<file path="src/rtl/daytime_pkg.sv">
package daytime_pkg;
  localparam int MIN_W  = 6;
  localparam int HOUR_W = 5;
  localparam int MIN_LAST  = 59;
  localparam int HOUR_LAST = 23;

  // Minute after an advance.
  function automatic logic [MIN_W-1:0] step_minute(input logic [MIN_W-1:0] m);
    return (m == MIN_W'(MIN_LAST)) ? '0 : m + 1'b1;
  endfunction

  // Hour after an advance; only moves when the minute wraps.
  function automatic logic [HOUR_W-1:0] step_hour(input logic [HOUR_W-1:0] h,
                                                  input logic [MIN_W-1:0]  m);
    if (m != MIN_W'(MIN_LAST)) return h;
    return (h == HOUR_W'(HOUR_LAST)) ? '0 : h + 1'b1;
  endfunction
endpackage

</file>
<file path="src/rtl/daytime_prescaler.sv">
module daytime_prescaler #(
  parameter int TICKS_PER_MIN = 7200
) (
  input  logic clk,
  input  logic rst,
  output logic adv
);
  localparam int CW = (TICKS_PER_MIN > 1) ? $clog2(TICKS_PER_MIN) : 1;
  localparam logic [CW-1:0] LAST = CW'(TICKS_PER_MIN - 1);

  logic [CW-1:0] cnt;

  assign adv = (cnt == LAST);

  always_ff @(posedge clk) begin
    if (rst || adv) cnt <= '0;
    else            cnt <= cnt + 1'b1;
  end
endmodule

</file>
<file path="src/rtl/daytime_regs.sv">
module daytime_regs
  import daytime_pkg::*;
(
  input  logic              clk,
  input  logic              rst,
  input  logic              adv,
  output logic [MIN_W-1:0]  minute,
  output logic [HOUR_W-1:0] hour,
  output logic [MIN_W-1:0]  minute_nx,
  output logic [HOUR_W-1:0] hour_nx
);
  assign minute_nx = step_minute(minute);
  assign hour_nx   = step_hour(hour, minute);

  always_ff @(posedge clk) begin
    if (rst) begin
      minute <= '0;
      hour   <= '0;
    end else if (adv) begin
      minute <= minute_nx;
      hour   <= hour_nx;
    end
  end
endmodule

</file>
<file path="src/rtl/daytime_match.sv">
module daytime_match
  import daytime_pkg::*;
#(
  parameter int HOUR_AT = 9,
  parameter int MIN_AT  = 0
) (
  input  logic              clk,
  input  logic              rst,
  input  logic              adv,
  input  logic [MIN_W-1:0]  minute_nx,
  input  logic [HOUR_W-1:0] hour_nx,
  output logic              pulse
);
  logic hit;
  assign hit = adv && (minute_nx == MIN_W'(MIN_AT)) && (hour_nx == HOUR_W'(HOUR_AT));

  always_ff @(posedge clk) begin
    if (rst) pulse <= 1'b0;
    else     pulse <= hit;
  end
endmodule

</file>
<file path="src/rtl/daytime_counter.sv">
module daytime_counter
  import daytime_pkg::*;
#(
  parameter int TICKS_PER_MIN = 7200,
  parameter int A_HOUR = 9,
  parameter int A_MIN  = 0,
  parameter int B_HOUR = 19,
  parameter int B_MIN  = 0
) (
  input  logic              clk,
  input  logic              rst,
  output logic [MIN_W-1:0]  minute,
  output logic [HOUR_W-1:0] hour,
  output logic              sched_a,
  output logic              sched_b
);
  logic              minute_adv;
  logic [MIN_W-1:0]  minute_nx;
  logic [HOUR_W-1:0] hour_nx;

  daytime_prescaler #(.TICKS_PER_MIN(TICKS_PER_MIN)) u_pre (
    .clk(clk), .rst(rst), .adv(minute_adv)
  );

  daytime_regs u_regs (
    .clk(clk), .rst(rst), .adv(minute_adv),
    .minute(minute), .hour(hour),
    .minute_nx(minute_nx), .hour_nx(hour_nx)
  );

  daytime_match #(.HOUR_AT(A_HOUR), .MIN_AT(A_MIN)) u_match_a (
    .clk(clk), .rst(rst), .adv(minute_adv),
    .minute_nx(minute_nx), .hour_nx(hour_nx), .pulse(sched_a)
  );

  daytime_match #(.HOUR_AT(B_HOUR), .MIN_AT(B_MIN)) u_match_b (
    .clk(clk), .rst(rst), .adv(minute_adv),
    .minute_nx(minute_nx), .hour_nx(hour_nx), .pulse(sched_b)
  );
endmodule

</file>
<file path="config.mk">
export PLATFORM = sky130hd
export DESIGN_NAME = daytime_counter
export DESIGN_NICKNAME = d
export VERILOG_FILES = /design/src/rtl/daytime_pkg.sv /design/src/rtl/daytime_prescaler.sv /design/src/rtl/daytime_regs.sv /design/src/rtl/daytime_match.sv /design/src/rtl/daytime_counter.sv
export SDC_FILE = /design/constraint.sdc
export NUM_CORES = 1
export LEC_CHECK = 0
export ABC_AREA = 1
export BUFFER_PORTS_ARGS = -buffer_cell sky130_fd_sc_hd__buf_2
export CAP_MARGIN = 20
export CORE_UTILIZATION = 40
export DETAILED_ROUTE_END_ITERATION = 10
export MAX_ROUTING_LAYER = met4
export PLACE_DENSITY = 0.7
export REMOVE_ABC_BUFFERS = 1
export SYNTH_ARGS = -nofsm -noshare
export SYNTH_HDL_FRONTEND = slang
export SYNTH_SLANG_ARGS = --single-unit
export TNS_END_PERCENT = 50
</file>
<file path="constraint.sdc">
create_clock -name clk -period 2.45 [get_ports clk]
set_input_delay 0.1225 -clock clk [delete_from_list [all_inputs] [get_ports clk]]
set_output_delay 0.1225 -clock clk [all_outputs]
set_load 0.05 [all_outputs]
</file>
=== Word-level counts from Yosys, hierarchy flattened ===
Cells that the tools add are included.

* Add/subtract/negate cells: 3
* Equality and inequality tests: 6
* Muxes and demuxes: 5
* Reduce and logical (&&, ||, !) cells: 5

{| class="wikitable"
|+ Operators with widths
! operator !! number
|-
| 5-bit two-way mux || 3
|-
| 13-bit by 1-bit adder with 13-bit output, second input constant || 1
|-
| 13-bit == test, second input constant || 1
|-
| 5-bit == test, second input constant || 2
|-
| 6-bit by 1-bit adder with 6-bit output, second input constant || 1
|-
| 6-bit == test, second input constant || 1
|-
| 6-bit logical NOT || 1
|-
| 6-bit two-way mux || 1
|-
| 6-bit inequality test, second input constant || 1
|-
| 5-bit by 1-bit adder with 5-bit output, second input constant || 1
|-
| 5-bit by 4-bit == test with 1-bit output, second input constant || 1
|-
| 1-bit logical AND || 3
|-
| 1-bit logical OR || 1
|-
| 1-bit two-way mux || 1
|}

* Register bits after elaboration: 26
* Output and inout bits: 13

=== Longest topological paths before layout ===
Gate-level depths: netlist of run 1.

* Depth in word-level cells: 5
* Mapped depth: 9

=== Modules after synthesis ===
From an unflattened synthesis of run 1, not the netlist that was laid out.

* Cell total of the unflattened synthesis: 237
* Area, all modules: 1,561.5 sq um

{| class="wikitable"
|+ Modules (own cells, without submodules)
! module !! times used !! cells an instance !! area each (sq um) !! seq. area each (sq um)
|-
| daytime_regs || 1 || 111 || 699.4 || 220.2
|-
| daytime_prescaler || 1 || 93 || 698.2 || 260.2
|-
| daytime_match (u_match_a) || 1 || 17 || 83.8 || 20.0
|-
| daytime_match (u_match_b) || 1 || 16 || 80.1 || 20.0
|}

=== Worst setup path after synthesis of run 1 ===
OpenSTA, ideal clock, no wires.

* Path type: register to register
* Start: reg u_regs.minute[0]
* End: reg u_match_b.pulse
* Setup time: 0.073 ns
* Data arrival time: 1.715 ns
* Path slack: 0.662 ns
* Cell stages (with the launch flop): 8
* Clock period less this slack: 1.788 ns
* Cells stage by stage: dfxtp_1 ha_1 nand2_2 nor2_4 nand4_1 nand3_2 inv_1 nor3_2

* Cells in the longest elaborated chain, start to end: 5

{| class="wikitable"
|+ RTL lines
! item !! RTL line !! text
|-
| start: declaration || daytime_regs.sv:7 || <nowiki>output logic [MIN_W-1:0] minute,</nowiki>
|-
| start signal: assignment || daytime_regs.sv:20 || <nowiki>minute <= minute_nx;</nowiki>
|-
| 6-bit by 1-bit adder with 6-bit output (tied with other cells) || daytime_pkg.sv:9 || <nowiki>return (m == MIN_W'(MIN_LAST)) ? '0 : m + 1'b1;</nowiki>
|-
| 6-bit two-way mux / 1-bit two-way mux (equally long branches) || daytime_pkg.sv:9, daytime_pkg.sv:15 ||
|-
| 6-bit logical NOT / 5-bit two-way mux (equally long branches) || daytime_match.sv:15, daytime_pkg.sv:16 ||
|-
| 1-bit logical AND / 5-bit == test (equally long branches) || daytime_match.sv:15 || <nowiki>assign hit = adv && (minute_nx == MIN_W'(MIN_AT)) && (hour_nx == HOUR_W'(HOUR_AT));</nowiki>
|-
| 1-bit logical AND * || daytime_match.sv:15 ||
|-
| end signal: assignment || daytime_match.sv:19 || <nowiki>else pulse <= hit;</nowiki>
|-
| end: declaration || daytime_match.sv:12 || <nowiki>output logic pulse</nowiki>
|}

Mark *: on every way between the ends. The rest lies on a longest branch, timed or not.
A chain may end at the register's enable or synchronous reset.

=== Worst setup path after layout of run 1 ===
* Start: reg u_pre.cnt[0]
* End: reg u_pre.cnt[7]

* Cells in the longest elaborated chain, start to end: 2

{| class="wikitable"
|+ RTL lines
! item !! RTL line !! text
|-
| start: declaration || daytime_prescaler.sv:11 || <nowiki>logic [CW-1:0] cnt;</nowiki>
|-
| start signal: assignment || daytime_prescaler.sv:17 || <nowiki>else cnt <= cnt + 1'b1;</nowiki>
|-
| branches (longest 2 deep; another with 13-bit by 1-bit adder with 13-bit output) || - ||
|}

Parallel ways; which one is timed is not known.

==> results of run 1 <==
-- cells in the final DEF (no fill, tap or decap), types with 2 or more instances in the layout --
cell type	netlist	layout
nor2_1	16	16
nor3b_1	2	2
o21ai_0	2	2
clkbuf_4	0	3
nand2_1	38	38
nand3_2	5	5
xor2_1	2	2
dfxtp_1	26	26
nor2_4	5	5
nor3_1	9	9
inv_1	22	22
a21oi_1	9	9
buf_2	0	14
nand3_1	19	19
inv_2	4	4
o21bai_1	2	2
o22ai_1	7	7
ha_1	3	3
nand2_2	6	6
nor3_2	3	3
nand4_1	6	6
-- report_power, final --
group | internal (mW) | switching [mW] | total [mW]
sequential | 0.427 | 0.00276 | 0.430
combinational | 0.00671 | 0.0125 | 0.0192
clock | 0.165 | 0.135 | 0.300
-- cells in the mapped netlist --
cell	count	share of area [%]
o21ai_0	2	0.69
o22ai_1	7	3.0
buf_4	1	0.52
ha_1	3	2.6
and3_1	1	0.43
o21bai_1	2	1.0
o31ai_1	1	0.52
a21oi_1	9	3.1
xor2_1	2	1.2
nor3_1	9	3.1
xnor2_1	1	0.61
nand3_2	5	3.5
o21a_1	1	0.52
inv_2	4	1.0
nor4_1	1	0.43
buf_6	1	0.78
nor2_2	1	0.43
nand4_1	6	2.6
nand2_2	6	2.6
nor2_1	16	4.2
or2_0	1	0.43
inv_1	22	5.7
nor2_4	5	3.9
nor3_2	3	2.1
dfxtp_1	26	36
nand2_1	38	9.9
o211ai_1	1	0.52
clkinv_1	1	0.26
nor3b_1	2	1.0
nand2_4	1	0.78
nand3_1	19	6.6
-- flip-flops by register name, summed over array words and instances, names as in the netlist --
signal	count
u_match_b.pulse	1
u_regs.minute	6
u_regs.hour	5
u_pre.cnt	13
u_match_a.pulse	1
-- cell families after synthesis --
logic type               count (synthesis)
AO/OA/AOI/OAI                           23
XOR/XNOR                                 3
adder cells (fa/ha/maj)                  3
buffers and inverters                   29
flip-flops                              26
AND/OR/NAND/NOR                        114
-- worst paths after layout --
path                            depth (start not counted)         start                to  slack (ns)
worst max-delay path                                    7  u_pre.cnt[0]      u_pre.cnt[7]        0.74
worst min-delay path                                    4           rst  u_regs.minute[0]        0.26
worst max register to register                          7  u_pre.cnt[0]      u_pre.cnt[7]        0.74
worst min register to register                          1  u_pre.cnt[0]      u_pre.cnt[0]        0.47
-- per-layer routing --
layer	GRT usage (%)	vias up	wire length (um)
met5	-	-	0
li1	-	689	-
met1	23.61	594	1511
met2	28.02	25	1206
met4	5.233	0	36
met3	1.654	4	100
-- cell type report --
class | count | area share [%]
multi-input cells | 143 | 50.12
flip-flops and latches | 26 | 32.37
inverters | 27 | 6.303
repair buffers | 14 | 4.358
well taps | 46 | 3.580
clock inverters | 1 | 1.868
clock buffers | 3 | 1.401
-- worst max-delay path, delay by kind of cell (launching register included) --
kind,cells,cell delay (ns)
simple gates,4,0.85
flops,1,0.38
fa+ha+maj,1,0.21
compound gates,2,0.19
-- through the flow --
stage	utilization, %	worst slack, ns
global route	47.43	0.4756
floorplan	-	0.6617
finish	47.43	0.7375
CTS	47.43	0.7234
detailed placement	45.88	0.7366
global placement	45.88	0.8084
==> flow_metrics.tcl, run 1 <==
set metrics [dict create \
    synth.yosys.seq_area_share_pct 35.99 \
    rsz0062_at_grt "no" \
    synth-compound-area-share_pct 9.429 \
    finalCriticalPeriod_ns 1.712 \
    clk_path_buf_depth 2 \
    synth_area_per_cell_um2 7.305 \
    grt_pass1_wl_um 5451 \
    dr.first_iter.drc_count 74 \
    cts_tree "yes" \
    timing.hold.ws_ns 0.2606 \
    stdcell_area_um2 1608 \
    drv_cap 0 \
    synth_mux_area_share_pct 0 \
    slew_headroom_pct 72.82 \
    synth-xor-area-share_pct 1.817 \
    fin_worst_skew_ns 0.002176 \
    vias_per_cell 5.046 \
    critPathMaxStageDelay_ns 0.38 \
    start_kind "flop" \
    power_mw 0.7495 \
    worstSkewPairLatency_ns 0.32 \
    ys_types 31 \
    core_um2 3390 \
    cts_resized 0 \
    clkSlewWorstSetupHoldPaths_ns 0.15 \
    h-tree-depth 1 \
    antenna_left 0 \
    multiInputGateArea_um2 805.8 \
    synthToLayoutAreaGrowth_pct 11.16 \
    syn_area_um2 1446 \
    syn_inst 198 \
    tns_ns 0 \
    worstPathArrival_ns 1.95 \
    diodes 0 \
    clk_root_buffer_cell "clkbuf_4" \
    p_leak_nw 0.6397 \
    drt-wirelength-per-cell_um 10.97 \
    antenna_found_initial 0 \
    hp-class "in -> reg" \
    overflow 0 \
    ir_drop_mv 0.2478 \
    die-area_um2 3860 \
    worst_path_max_delay_cell "dfxtp_1" \
    slew_violations 0 \
    fillers 365 \
    required_ns 2.69 \
    synth_top_family_by_area "simple AND/OR/NAND/NOR gates" \
    critPathKind "reg -> reg" \
    worst_slew_pin_slew_ns 0.4063 \
    setup_viol 0 \
    synthAdderAreaFrac_pct 2.595 \
    die_x_um 62.13 \
    yosys_warnings 0 \
    rows 21 \
    hpwl_um 2145 \
    path_max_fanout 20 \
    grt_use_total_pct 17.58 \
    drt_first_pass_iters 4 \
    holdBufCountCts 0 \
    period_share_pct 69.90 \
    finalHoldViolCount 0 \
    start_util_pct 42.67 \
    grt_max_degree 21 \
    synth-simple-area-share_pct 41.87 \
    cts_buffers 3 \
    endpoint_kind "flop" \
    cts_sinks 26 \
    ioPinCount 15 \
    drive_gt1_share_pct 20.09 \
    instances_no_fill 260 \
    seq_area_um2 520.5 \
    status "completed" \
    ys_seq_elements 26 \
    grt_pass1_vias 1267 \
    drt_wl_total_um 2853 \
    place_area_um2 1555 \
    nets 220 \
    max_freq_mhz 583.9 \
    drc_errors 0 \
    post_cts_buffers 0 \
    die_h_um 62.13 \
    vias 1312 \
    cp_cell_sequence "ha_1, nand3_2, nor3_1, nand3_1, nand2_2, a21oi_1, o21a_1" \
    dp.cells 256 \
    portBuffers 14 \
    gp_congestion 0.8353 \
    cellPowerDensity_nw_per_um2 466.2 \
]
Power figures use the tool's default switching activity.
==> run 2: changes to the inputs <==
- clock period: 2.45 -> 1.7 ns (I/O delays scaled with it)
==> flow_metrics.tcl, run 2 (synthesis results as in run 1) <==
set metrics [dict create \
    setup_viol 0 \
    finalCriticalPeriod_ns 1.529 \
    cts_tree "yes" \
    rows 21 \
    reg2reg_depth 5 \
    rsz0062_at_grt "no" \
    clkSlewWorstSetupHoldPaths_ns 0.14 \
    vias_per_cell 5.118 \
    hold_end "u_regs.minute[0]" \
    finalWorstSetupSlack_ns 0.1715 \
    reg2reg_to "u_regs.minute[0]" \
    clkPwrFrac_pct 29.2 \
    hold_depth 4 \
    ioPinCount 15 \
    finalHoldViolCount 0 \
    die_h_um 62.13 \
    hp-class "in -> reg" \
    antenna_left 0 \
    tns_ns 0 \
    ir_drop_mv 0.2308 \
    overflow 0 \
    antenna_found_initial 0 \
    status "completed" \
    portBuffers 14 \
    drc_errors 0 \
    cellPowerDensity_nw_per_um2 567.6 \
    instances_no_fill 263 \
    drt_first_pass_iters 4 \
    dr.first_iter.drc_count 77 \
    h-tree-depth 1 \
    final_common_cell "nand2_1" \
    required_ns 1.95 \
    diodes 0 \
    grt_use_total_pct 16.95 \
    dp_slack_ns 0.07469 \
    cts_resized 0 \
    fin_worst_skew_ns 0.002791 \
    p_seq_share_pct 67.0 \
    clk_path_buf_depth 2 \
    drv_cap 0 \
    cts_buffers 3 \
    p_leak_nw 0.6482 \
    endpoint_kind "flop" \
    holdBufCountCts 0 \
    hpwl_um 2243 \
    path_max_fanout 9 \
    worst_slew_pin_slew_ns 0.3727 \
    intPower_mw 0.7146 \
    worstPathArrival_ns 1.78 \
    r2r_slack_ns 0.17 \
    die_x_um 62.13 \
    grt_pass1_wl_um 5161 \
    largest_register_ffs 13 \
    post_cts_buffers 0 \
    sw_frac_of_total_pct 22.78 \
    clk_root_buffer_cell "clkbuf_4" \
    max_freq_mhz 654.2 \
    power_mw 0.9254 \
    final_core_util_pct 48.10 \
    critPathKind "reg -> reg" \
    period_share_pct 89.91 \
    slew_headroom_pct 75.12 \
    core_um2 3390 \
    worstSkewPairLatency_ns 0.33 \
    synthToLayoutAreaGrowth_pct 12.72 \
    pwr-share-comb_pct 3.9 \
    start_kind "flop" \
    place_area_um2 1598 \
    start_util_pct 42.67 \
    p_sw_mw 0.2108 \
    worst_r2r_startpoint "u_pre.cnt[0]" \
    drive_gt1_share_pct 22.58 \
    final_cell_mix "38 x nand2_1, 24 x dfxtp_1, 22 x inv_1" \
    slew_violations 0 \
    largest_registers "u_pre.cnt x13, u_regs.minute x6, u_regs.hour x5" \
    largest-register "u_pre.cnt" \
    grt_pass1_vias 1177 \
    dp.cells 260 \
    vias 1346 \
    drt-wirelength-per-cell_um 11.17 \
    grt_max_degree 14 \
    min_from "rst" \
    drt_wl_total_um 2937 \
    gp_congestion 0.8378 \
    stdcell_area_um2 1630 \
    nets 224 \
    timing.hold.ws_ns 0.2223 \
    cts_sinks 26 \
    die-area_um2 3860 \
]
==> run 2: cell types whose count changed in the layout (fill, tap and decap cells not counted) <==
cell / before / now
buf_4: 0 / 3
dfxtp_1: 26 / 24
dfxtp_2: 0 / 2
buf_12: 0 / 1
bufinv_16: 1 / 0
ha_1: 3 / 2
ha_2: 0 / 1
nand2_2: 6 / 5
nand2_4: 1 / 2
==> run 2: worst max path at each step <==
| stage | to | depth (start not counted) | startpoint | slack [ns] |
|---|---|---|---|---|
| after floorplan | u_match_b.pulse | 7 | u_regs.minute[0] | -0.09 |
| after global placement | u_match_a.pulse | 9 | u_regs.minute[0] | 0.11 |
| after detailed placement | u_match_a.pulse | 7 | u_regs.minute[0] | 0.07 |
| after CTS | u_match_a.pulse | 7 | u_regs.minute[0] | 0.06 |
| after global routing | u_regs.minute[0] | 5 | u_pre.cnt[0] | 0.006 |
| final | u_regs.minute[0] | 5 | u_pre.cnt[0] | 0.17 |
==> run 2: power by group through the flow <==
stage	logic, mW	clock network [mW]	registers (mW)
finish	0.0357	0.270	0.620
global route	0.0390	0.305	0.622
CTS	0.0349	0.276	0.620
detailed placement	0.0348	0	0.633
global placement	0.0350	0	0.633
floorplan	0.0211	0	0.632
==> run 2: final cells by class <==
| type | count | area, um^2 |
|---|---|---|
| inverters | 27 | 101.3 |
| multi-input cells | 143 | 813.3 |
| fillers | 339 | 1759 |
| repair buffers | 18 | 112.6 |
| clock buffers | 3 | 22.52 |
| well taps | 46 | 57.56 |
| flip-flops and latches | 26 | 523.0 |
==> run 2: routing by layer <==
metal	GRT usage, %	vias to the layer above	routed length [um]
met1	23.02	611	1546
met2	25.55	30	1271
met3	1.838	3	91
li1	-	702	-
met4	6.977	0	27
met5	-	-	0
==> run 2: critical path: stages (launching register included) <==
cell and delay [ns]:
dfxtp_1 0.39, ha_1 0.21, nand3_2 0.13, nor2_1 0.25, nand3_2 0.23, o31ai_1 0.24
